<file path="src/rtl/sram_ctrl_pkg.sv">
package sram_ctrl_pkg;

    typedef enum logic [1:0] {
        SEQ_IDLE = 2'd0,
        SEQ_WR   = 2'd1,
        SEQ_RD   = 2'd2,
        SEQ_REC  = 2'd3
    } seq_state_e;

    // Round a nanosecond limit up to whole clock cycles, never below one.
    function automatic int cyc_ceil(input int ns, input int period_ns);
        int c;
        c = (ns + period_ns - 1) / period_ns;
        return (c < 1) ? 1 : c;
    endfunction

    function automatic int imax(input int a, input int b);
        return (a > b) ? a : b;
    endfunction

endpackage

</file>
<file path="src/rtl/sram_cycle_timer.sv">
module sram_cycle_timer #(
    parameter int CNT_W = 5
) (
    input  logic             clk,
    input  logic             rst,
    input  logic             load,
    input  logic [CNT_W-1:0] load_val,
    output logic             expired
);
    logic [CNT_W-1:0] cnt_d, cnt_q;

    always_comb begin
        cnt_d = cnt_q;
        if (load) begin
            cnt_d = load_val;
        end else if (cnt_q != '0) begin
            cnt_d = cnt_q - 1'b1;
        end
    end

    always_ff @(posedge clk) begin
        if (rst) begin
            cnt_q <= '0;
        end else begin
            cnt_q <= cnt_d;
        end
    end

    assign expired = (cnt_q == '0);
endmodule

</file>
<file path="src/rtl/sram_rd_capture.sv">
module sram_rd_capture #(
    parameter int DATA_W = 8
) (
    input  logic              clk,
    input  logic              rst,
    input  logic              capture,
    input  logic [DATA_W-1:0] dq_in,
    output logic [DATA_W-1:0] rd_data,
    output logic              rd_valid
);
    typedef struct packed {
        logic [DATA_W-1:0] data;
        logic              valid;
    } cap_s;

    cap_s cap_d, cap_q;

    always_comb begin
        cap_d       = cap_q;
        cap_d.valid = 1'b0;
        if (capture) begin
            cap_d.data  = dq_in;
            cap_d.valid = 1'b1;
        end
    end

    always_ff @(posedge clk) begin
        if (rst) begin
            cap_q <= '0;
        end else begin
            cap_q <= cap_d;
        end
    end

    assign rd_data  = cap_q.data;
    assign rd_valid = cap_q.valid;
endmodule

</file>
<file path="src/rtl/sram_async_ctrl.sv">
module sram_async_ctrl
    import sram_ctrl_pkg::*;
#(
    parameter int ADDR_W        = 15,
    parameter int DATA_W        = 8,
    parameter int CLK_PERIOD_NS = 4,
    parameter int T_WC_NS       = 45,
    parameter int T_PWE_NS      = 25,
    parameter int T_SCE_NS      = 35,
    parameter int T_AW_NS       = 25,
    parameter int T_SD_NS       = 20,
    parameter int T_RC_NS       = 45,
    parameter int T_AA_NS       = 45,
    parameter int T_DOE_NS      = 25,
    parameter int T_HZ_NS       = 20
) (
    input  logic              clk,
    input  logic              rst,
    input  logic              req_valid,
    input  logic              req_write,
    input  logic [ADDR_W-1:0] req_addr,
    input  logic [DATA_W-1:0] req_wdata,
    output logic              req_ready,
    output logic              rd_valid,
    output logic [DATA_W-1:0] rd_data,
    output logic [ADDR_W-1:0] mem_addr,
    output logic              mem_ce_n,
    output logic              mem_oe_n,
    output logic              mem_we_n,
    output logic [DATA_W-1:0] mem_dq_out,
    output logic              mem_dq_oe,
    input  logic [DATA_W-1:0] mem_dq_in
);
    localparam int HZ_CYC     = cyc_ceil(T_HZ_NS, CLK_PERIOD_NS);
    localparam int WR_ACT_CYC = imax(imax(cyc_ceil(T_PWE_NS, CLK_PERIOD_NS),
                                          cyc_ceil(T_SCE_NS, CLK_PERIOD_NS)),
                                     imax(cyc_ceil(T_AW_NS, CLK_PERIOD_NS),
                                          cyc_ceil(T_SD_NS, CLK_PERIOD_NS)));
    localparam int WR_REC_CYC = imax(imax(cyc_ceil(T_WC_NS, CLK_PERIOD_NS) - WR_ACT_CYC, HZ_CYC), 1);
    localparam int RD_ACT_CYC = imax(cyc_ceil(T_AA_NS, CLK_PERIOD_NS),
                                     cyc_ceil(T_DOE_NS, CLK_PERIOD_NS));
    localparam int RD_REC_CYC = imax(imax(cyc_ceil(T_RC_NS, CLK_PERIOD_NS) - RD_ACT_CYC, HZ_CYC), 1);
    localparam int MAX_CYC    = imax(imax(WR_ACT_CYC, WR_REC_CYC), imax(RD_ACT_CYC, RD_REC_CYC));
    localparam int TMR_W      = $clog2(MAX_CYC + 1);

    typedef struct packed {
        seq_state_e        st;
        logic [ADDR_W-1:0] addr;
        logic [DATA_W-1:0] wdata;
        logic              ce_n;
        logic              oe_n;
        logic              we_n;
        logic              dq_oe;
    } ctl_s;

    localparam ctl_s CTL_RESET = '{st: SEQ_IDLE, addr: '0, wdata: '0,
                                   ce_n: 1'b1, oe_n: 1'b1, we_n: 1'b1, dq_oe: 1'b0};

    ctl_s             ctl_d, ctl_q;
    logic             tmr_load;
    logic [TMR_W-1:0] tmr_val;
    logic             tmr_expired;
    logic             cap_fire;

    always_comb begin
        ctl_d    = ctl_q;
        tmr_load = 1'b0;
        tmr_val  = '0;
        cap_fire = 1'b0;
        unique case (ctl_q.st)
            SEQ_IDLE: begin
                if (req_valid) begin
                    ctl_d.addr = req_addr;
                    ctl_d.ce_n = 1'b0;
                    tmr_load   = 1'b1;
                    if (req_write) begin
                        ctl_d.st    = SEQ_WR;
                        ctl_d.we_n  = 1'b0;
                        ctl_d.dq_oe = 1'b1;
                        ctl_d.wdata = req_wdata;
                        tmr_val     = TMR_W'(WR_ACT_CYC - 1);
                    end else begin
                        ctl_d.st   = SEQ_RD;
                        ctl_d.oe_n = 1'b0;
                        tmr_val    = TMR_W'(RD_ACT_CYC - 1);
                    end
                end
            end
            SEQ_WR: begin
                if (tmr_expired) begin
                    ctl_d.st    = SEQ_REC;
                    ctl_d.ce_n  = 1'b1;
                    ctl_d.we_n  = 1'b1;
                    ctl_d.dq_oe = 1'b0;
                    tmr_load    = 1'b1;
                    tmr_val     = TMR_W'(WR_REC_CYC - 1);
                end
            end
            SEQ_RD: begin
                if (tmr_expired) begin
                    cap_fire   = 1'b1;
                    ctl_d.st   = SEQ_REC;
                    ctl_d.ce_n = 1'b1;
                    ctl_d.oe_n = 1'b1;
                    tmr_load   = 1'b1;
                    tmr_val    = TMR_W'(RD_REC_CYC - 1);
                end
            end
            SEQ_REC: begin
                if (tmr_expired) begin
                    ctl_d.st = SEQ_IDLE;
                end
            end
            default: ctl_d = CTL_RESET;
        endcase
    end

    always_ff @(posedge clk) begin
        if (rst) begin
            ctl_q <= CTL_RESET;
        end else begin
            ctl_q <= ctl_d;
        end
    end

    sram_cycle_timer #(.CNT_W(TMR_W)) u_timer (
        .clk      (clk),
        .rst      (rst),
        .load     (tmr_load),
        .load_val (tmr_val),
        .expired  (tmr_expired)
    );

    sram_rd_capture #(.DATA_W(DATA_W)) u_capture (
        .clk      (clk),
        .rst      (rst),
        .capture  (cap_fire),
        .dq_in    (mem_dq_in),
        .rd_data  (rd_data),
        .rd_valid (rd_valid)
    );

    assign req_ready  = (ctl_q.st == SEQ_IDLE);
    assign mem_addr   = ctl_q.addr;
    assign mem_ce_n   = ctl_q.ce_n;
    assign mem_oe_n   = ctl_q.oe_n;
    assign mem_we_n   = ctl_q.we_n;
    assign mem_dq_out = ctl_q.wdata;
    assign mem_dq_oe  = ctl_q.dq_oe;
endmodule

</file>
<file path="config.mk">
export PLATFORM = sky130hd
export DESIGN_NAME = sram_async_ctrl
export DESIGN_NICKNAME = d
export VERILOG_FILES = /design/src/rtl/sram_ctrl_pkg.sv /design/src/rtl/sram_cycle_timer.sv /design/src/rtl/sram_rd_capture.sv /design/src/rtl/sram_async_ctrl.sv
export SDC_FILE = /design/constraint.sdc
export NUM_CORES = 1
export LEC_CHECK = 0
export ABC_CLOCK_PERIOD_IN_PS = 4100
export BUFFER_PORTS_ARGS = -buffer_cell sky130_fd_sc_hd__buf_2
export CORE_MARGIN = 10
export CORE_UTILIZATION = 45
export CTS_CLUSTER_DIAMETER = 200
export CTS_CLUSTER_SIZE = 16
export DETAILED_ROUTE_END_ITERATION = 8
export PLACE_DENSITY = 0.74
export SKIP_LAST_GASP = 1
export SYNTH_ARGS = -nofsm -noshare
export SYNTH_HDL_FRONTEND = slang
export SYNTH_SLANG_ARGS = --single-unit
</file>
<file path="constraint.sdc">
create_clock -name clk -period 4.1 [get_ports clk]
set_clock_uncertainty 0.2 [all_clocks]
set_input_delay 0.41 -clock clk [delete_from_list [all_inputs] [get_ports clk]]
set_output_delay 0.41 -clock clk [all_outputs]
set_load 0.005 [all_outputs]
</file>
==> results of run 1 <==
-- power groups by stage --
stage	registers (mW)	clock network (mW)	logic, mW
6_report	0.550	0.253	0.577
5_1_grt	0.562	0.278	0.657
4_1_cts	0.551	0.260	0.585
3_5_place_dp	0.560	0	0.582
3_3_place_gp	0.556	0	0.572
2_1_floorplan	0.554	0	0.461
-- path summary, 6_finish.rpt --
kind,end,slack [ps],depth (start not counted)
worst max-delay path,mem_dq_out[0],1840,6
worst min-delay path,mem_addr[9],140,3
worst max register to register,mem_dq_out[0],1840,6
worst min register to register,mem_addr[0],250,2
-- area by class of cell --
type | count | area (µm²)
Clock buffer | 5 | 68.8
Clock inverter | 2 | 10.0
Timing Repair Buffer | 71 | 355
Inverter | 4 | 15.0
Fill cell | 408 | 1880
Multi-Input combinational cell | 153 | 797
Sequential cell | 42 | 841
Tap cell | 50 | 62.6
-- logic make-up after synthesis --
| logic type | after synthesis |
|---|---|
| buffers and inverters | 37 |
| and+or+nand+nor | 93 |
| adders and majority gates | 6 |
| AOI/OAI and AO/OA | 52 |
| muxes | 1 |
| DFF | 42 |
| xor gates and xnor gates | 1 |
-- worst register-to-register path: cells and delay by family, from the launching register on --
kind | cells | cell delay, ps
compound gates | 1 | 70
fa+ha+maj | 1 | 300
simple gates | 3 | 1080
flops | 1 | 350
buf+inv | 1 | 100
-- metrics by stage --
step | hold slack, ps | cell area [µm²] | cells | total power [mW]
6_report | 142 | 2150 | 327 | 1.38
5_1_grt | 129 | 2150 | 327 | 1.50
4_1_cts | 136 | 2150 | 327 | 1.40
3_5_place_dp | 243 | 2070 | 320 | 1.14
3_3_place_gp | 239 | 2070 | 320 | 1.13
2_1_floorplan | 237 | 1880 | 232 | 1.02
-- sequential cells by signal, summed over array words and instances (netlist names) --
signal and cells:
u_capture.rd_data 8, u_timer.cnt_q 4, mem_dq_oe 1, mem_ce_n 1
mem_addr 15, mem_oe_n 1, mem_we_n 1, ctl_q 2
u_capture.rd_valid 1, mem_dq_out 8
-- Yosys cell counts --
master / number / area share [%]
nor3b_2: 1 / 0.67
a211oi_1: 1 / 0.40
o21ai_0: 4 / 1.1
buf_2: 2 / 0.53
mux2i_1: 1 / 0.53
nand2b_1: 4 / 1.3
a21boi_0: 1 / 0.40
and2_1: 2 / 0.67
or3_1: 2 / 0.67
or2_2: 1 / 0.33
xnor2_1: 1 / 0.47
nand3b_1: 2 / 0.80
dfxtp_1: 42 / 45
a31oi_1: 1 / 0.33
o21a_1: 1 / 0.40
buf_4: 26 / 10
ha_1: 6 / 4.0
o21bai_1: 2 / 0.80
a21oi_1: 38 / 10
o22ai_1: 1 / 0.33
a221oi_1: 1 / 0.47
nor2_1: 8 / 1.6
or3b_4: 1 / 0.60
clkbuf_1: 5 / 1.0
and3_1: 1 / 0.33
a21oi_4: 1 / 0.87
nor2b_1: 1 / 0.33
nor3_1: 2 / 0.53
inv_1: 4 / 0.80
a311oi_2: 1 / 0.80
nand2_1: 68 / 14
-- per-layer routing --
metal	vias to the layer above	wire, µm
met5	-	0
met4	0	98
met3	9	357
met2	39	2070
met1	671	1920
li1	828	-
==> summary.txt, run 1 <==
Run status
  • Status: completed

Clock network
  • CTS Hold Bufs: 0
  • H-tree depth: 2
  • TritonCTS Buffers: 5
  • TritonCTS clock tree: built
  • Root buffer selected by CTS: clkbuf_8
  • Setup bufs post-CTS: 0
  • Max clock buf depth: 2
  • Worst-skew pair later-pin latency: 300 ps
  • Post-cts sizing count: 0
  • Clk slew on worst S/H paths: 80 ps
  • Clock sink count: between 40 and 50

Pwr
  • Int Pwr: 852 µW
  • Reg power frac: 39.9%
  • Comb pwr share: between 40% and 50%
  • Sw Ratio: 38.3%
  • Power per cell area: 642 nW/µm²
  • Leak: 0.983 nW
  • Clock power share: between 10% and 20%
  • P_sw: 529 µW
  • Worst vdd ir: between 0.0002 and 0.0003 V

Logic synthesis
  • Adder-Cell Fraction of Synth Area: 4.00%
  • Register area share after synthesis: between 40% and 50%
  • Combinational family with the most area after synthesis: simple AND/OR/NAND/NOR gates
  • Count of different cell masters after synthesis: 31
  • Synth Cell Area: 1880 µm²
  • Post-synthesis mux area share: 0.533%
  • Compound-cell area share of the yosys netlist: 16.0%
  • Syn Nets: 273
  • Synth Instances: 232
  • Synth Area in XOR/XNOR: less than 1%
  • Simple-gate share of the synthesized area: around 21%
  • FF+latch count, synth: 42
  • Yosys warns: 0
  • Mean Syn Cell Area: 8.09 µm²

Global routing
  • First-pass GRT wire length: 7320 µm
  • Largest net degree at the start of global routing: 44
  • Final global-route overflow total: 0
  • Vias in the first global route: 1465
  • Met3 track demand over resource: between 5 and 6%
  • Met1 Use GR: 13.8%
  • GR peak layer: met2
  • Total global-route track usage: between 10% and 20%
  • Met2 usage: around a fifth
  • Initial antenna violation count: 0

Floorplanning
  • Die area: roughly 7000 µm²
  • Top Ports: 72
  • Core box area: 4030 µm²
  • Die Span Y: 84.6 µm
  • Chip Width: 84.6 µm
  • Placement Rows: 23
  • Initial Utilization: 46.6%

Route
  • Via Count: 1547
  • ANT nets after route: 0
  • Routed length per instance: 13.6 µm
  • DRC errors left: 0
  • Post-Route WL: 4440 µm
  • Via density: about 4.7
  • Number of iterations in the first detailed-routing pass: 6
  • Initial drt markers: 77

Timing
  • Slew @ Worst Pin: 756 ps
  • Final setup violating endpoints: 0
  • Final Hold Viols: 0
  • Max Transition Viols Final: 0
  • RSZ-0062 raised after global routing: no
  • Setup TNS: 0 ps
  • Normalized max-slew margin: 49.6%
  • Final min period: 2260 ps
  • Crit share post-route: 55.1%
  • Fin worst setup slack: about 1800 ps
  • F_max: 0.443 GHz

Cells and area
  • Final design utilization: 53.4%
  • Commonest non-fill, non-tap cell in the layout: buf_2
  • Fraction of layout cells with a size suffix above 1: 30.0%
  • Most frequent cells in the layout: 71 x buf_2, 68 x nand2_1, 42 x dfxtp_1, 38 x a21oi_1, 8 x nor2_1
  • Final Net Count: 318
  • Area grow syn2layout: 14.5%
  • Diodes inserted: 0

Setup path
  • CP dominant cell by count: nand2_1
  • Required @ worst endpoint: 4050 ps
  • Critical R2R Launch: ctl_q[28]
  • Worst EP arrival: roughly 2200 ps
  • Crit-path cells: inv_1 > ha_1 > and2_1 > nand2_1 > nand2_1 > a21oi_1
  • Critical Path Start Type: register
  • Slowest cell on the critical path: and2_1
  • Buf+Inv Stages, Crit Path: 1
  • Critical path peak fanout: 17
  • Delay-heaviest family, CP: simple AND/OR/NAND/NOR gates
  • CP max stage delay: 560 ps
  • Crit. End Element: register
  • Critical path type: register to register
  • Worst Setup SP: ctl_q[28]

Place
  • Hpwl dp: 3320 µm
  • Port buffer count: 71
  • Pre-CTS setup slack: between 1500 and 2000 ps
  • Global placement routability congestion: 0.799

Worst hold path
  • HP Start: req_addr[9]
  • Worst Hold Class: primary input to register

Flow run
  • Max-cap violations: 0
(Power assumes the default switching activity.)
==> run 2, diff against run 1 <==
ABC_CLOCK_PERIOD_IN_PS = 2300   (was 4100)
clock period = 2.3 ns   (was 4.1 ns; I/O delays follow)
==> run 2 against run 1 <==
Effect of this change: combinational power up 91%; fmax is 10% higher; sequential power increased by 79%; routed wire length grew 15%; critical endpoint is now ctl_q[27].
==> summary.txt, run 2 (synthesis gave the netlist of run 1 again) <==
Setup path
  • Crit. End Element: register
  • Critical path type: register to register
  • Worst EP arrival: 2040 ps
  • Critical Path Start Type: register
  • Critical path peak fanout: 5
  • Required @ worst endpoint: about 2300 ps

Timing
  • Final Hold Viols: 0
  • Max Transition Viols Final: 0
  • Final setup violating endpoints: 0
  • Crit share post-route: 89.1%
  • Final min period: between 2000 and 2500 ps
  • RSZ-0062 raised after global routing: no
  • Slew @ Worst Pin: ~470 ps
  • Hold_ws: between 100 and 150 ps
  • Normalized max-slew margin: slightly below 70%
  • Setup TNS: 0 ps
  • F_max: 0.488 GHz

Pwr
  • Clock power share: roughly 17%
  • Power consumption: about 2.5 mW
  • Sw Ratio: 37.8%
  • P_sw: 954 µW
  • Comb pwr share: 43.6%
  • Reg power frac: 39.0%
  • Power per cell area: 1020 nW/µm²
  • Leak: 1.13 nW
  • Worst vdd ir: about 0.00054 V
  • Int Pwr: 1.57 mW

Run status
  • Status: completed

Clock network
  • Root buffer selected by CTS: clkbuf_8
  • Max clock buf depth: 2
  • Setup bufs post-CTS: 0
  • H-tree depth: 2
  • Clk slew on worst S/H paths: 80 ps
  • Worst-skew pair later-pin latency: approximately 280 ps
  • Clock sink count: 42
  • Post-cts sizing count: 0
  • TritonCTS Buffers: 5
  • TritonCTS clock tree: built

Global routing
  • Vias in the first global route: 1757
  • Initial antenna violation count: 0
  • Total global-route track usage: 13.9%
  • Largest net degree at the start of global routing: 25
  • Final global-route overflow total: 0
  • First-pass GRT wire length: about 8400 µm

Flow run
  • Max-cap violations: 0

Floorplanning
  • Die area: 7150 µm²
  • Top Ports: 72
  • Placement Rows: 23
  • Die Span Y: 84.6 µm
  • Initial Utilization: 46.6%
  • Chip Width: between 80 and 90 µm
  • Core box area: 4030 µm²

Route
  • Met1 WL: 2020 µm
  • Routed length per instance: 14.2 µm
  • Post-Route WL: 5120 µm
  • ANT nets after route: 0
  • DR WL met3: between 300 and 400 µm
  • Via Count: 1736
  • DRC errors left: 0
  • Via density: 4.81
  • Met2 routed WL: roughly 2700 µm
  • Number of iterations in the first detailed-routing pass: 4
  • Initial drt markers: between 70 and 80
  • Top sig layer: met4

Cells and area
  • Final Net Count: 352
  • Most frequent cells in the layout: 71 x buf_2, 68 x nand2_1, 42 x dfxtp_1, 38 x a21oi_1, 31 x dlygate4sd3_1
  • Fraction of layout cells with a size suffix above 1: about 28%
  • Diodes inserted: 0
  • Commonest non-fill, non-tap cell in the layout: buf_2
  • Layout Cells excl Fill: 361
  • Final Cell Area: 2480 µm²
  • Max reg flops: 15
  • Fillcell total: 356
  • Area grow syn2layout: 32.3%

Place
  • Placed cells: 323
  • Hpwl dp: about 3400 µm
  • Port buffer count: 71
  • DP Area: 2090 µm²
  • Global placement routability congestion: 0.763

Worst hold path
  • Worst Hold Class: primary input to register
==> run 2: cell type report <==
cell class                 count  area [µm²]  area share, %
sequential                    42         841           33.9
multi-input combinational    153         797           32.1
timing repair buffer         105         688           27.7
clock buffer                   5        68.8           2.77
tap                           50        62.6           2.52
inverter                       4        15.0          0.605
clock inverter                 2        10.0          0.403
==> run 2: final timing paths <==
kind	start	end	slack, ps	cells after the start
setup / recovery	ctl_q[27]	ctl_q[27]	250	6
hold / removal	req_write	u_timer.cnt_q[1]	120	3
setup reg to reg	ctl_q[27]	ctl_q[27]	250	6
hold reg to reg	u_capture.rd_data[7]	u_capture.rd_data[7]	250	2
==> run 2: per-stage QoR <==
step                      util [%]  setup slack [ps]
after CTS                     61.6               273
final                         61.6               251
after global routing          61.6               139
after floorplan                  -               478
after detailed placement      52.0               291
after global placement        52.0               334
==> run 2: repair_timing <==
| item | in CTS | in global routing |
|---|---|---|
| hold buffers | 31 | 0 |
| setup endpoints to repair | 0 | 0 |
| hold endpoints to repair | 31 | 0 |
==> run 2: layer usage <==
| metal | global-route usage, % | vias up |
|---|---|---|
| met5 | 0 | - |
| met4 | 4.79 | 0 |
| met3 | 4.25 | 11 |
| met2 | 26.4 | 47 |
| met1 | 13.9 | 783 |
| li1 | - | 895 |
==> run 2: critical path, cell delays in order (launching register included) <==
cell and delay (ps):
dfxtp_1 430, inv_1 90, ha_1 360, or2_2 340
a21oi_4 190, nor2_1 80, a311oi_2 270
==> run 2: power groups by stage <==
| stage | combinational [mW] | clock (mW) | sequential, mW |
|---|---|---|---|
| after floorplan | 0.822 | 0 | 0.988 |
| after global placement | 1.05 | 0 | 0.990 |
| after detailed placement | 1.06 | 0 | 0.997 |
| after CTS | 1.11 | 0.453 | 0.981 |
| after global routing | 1.26 | 0.479 | 1.00 |
| final | 1.10 | 0.439 | 0.984 |
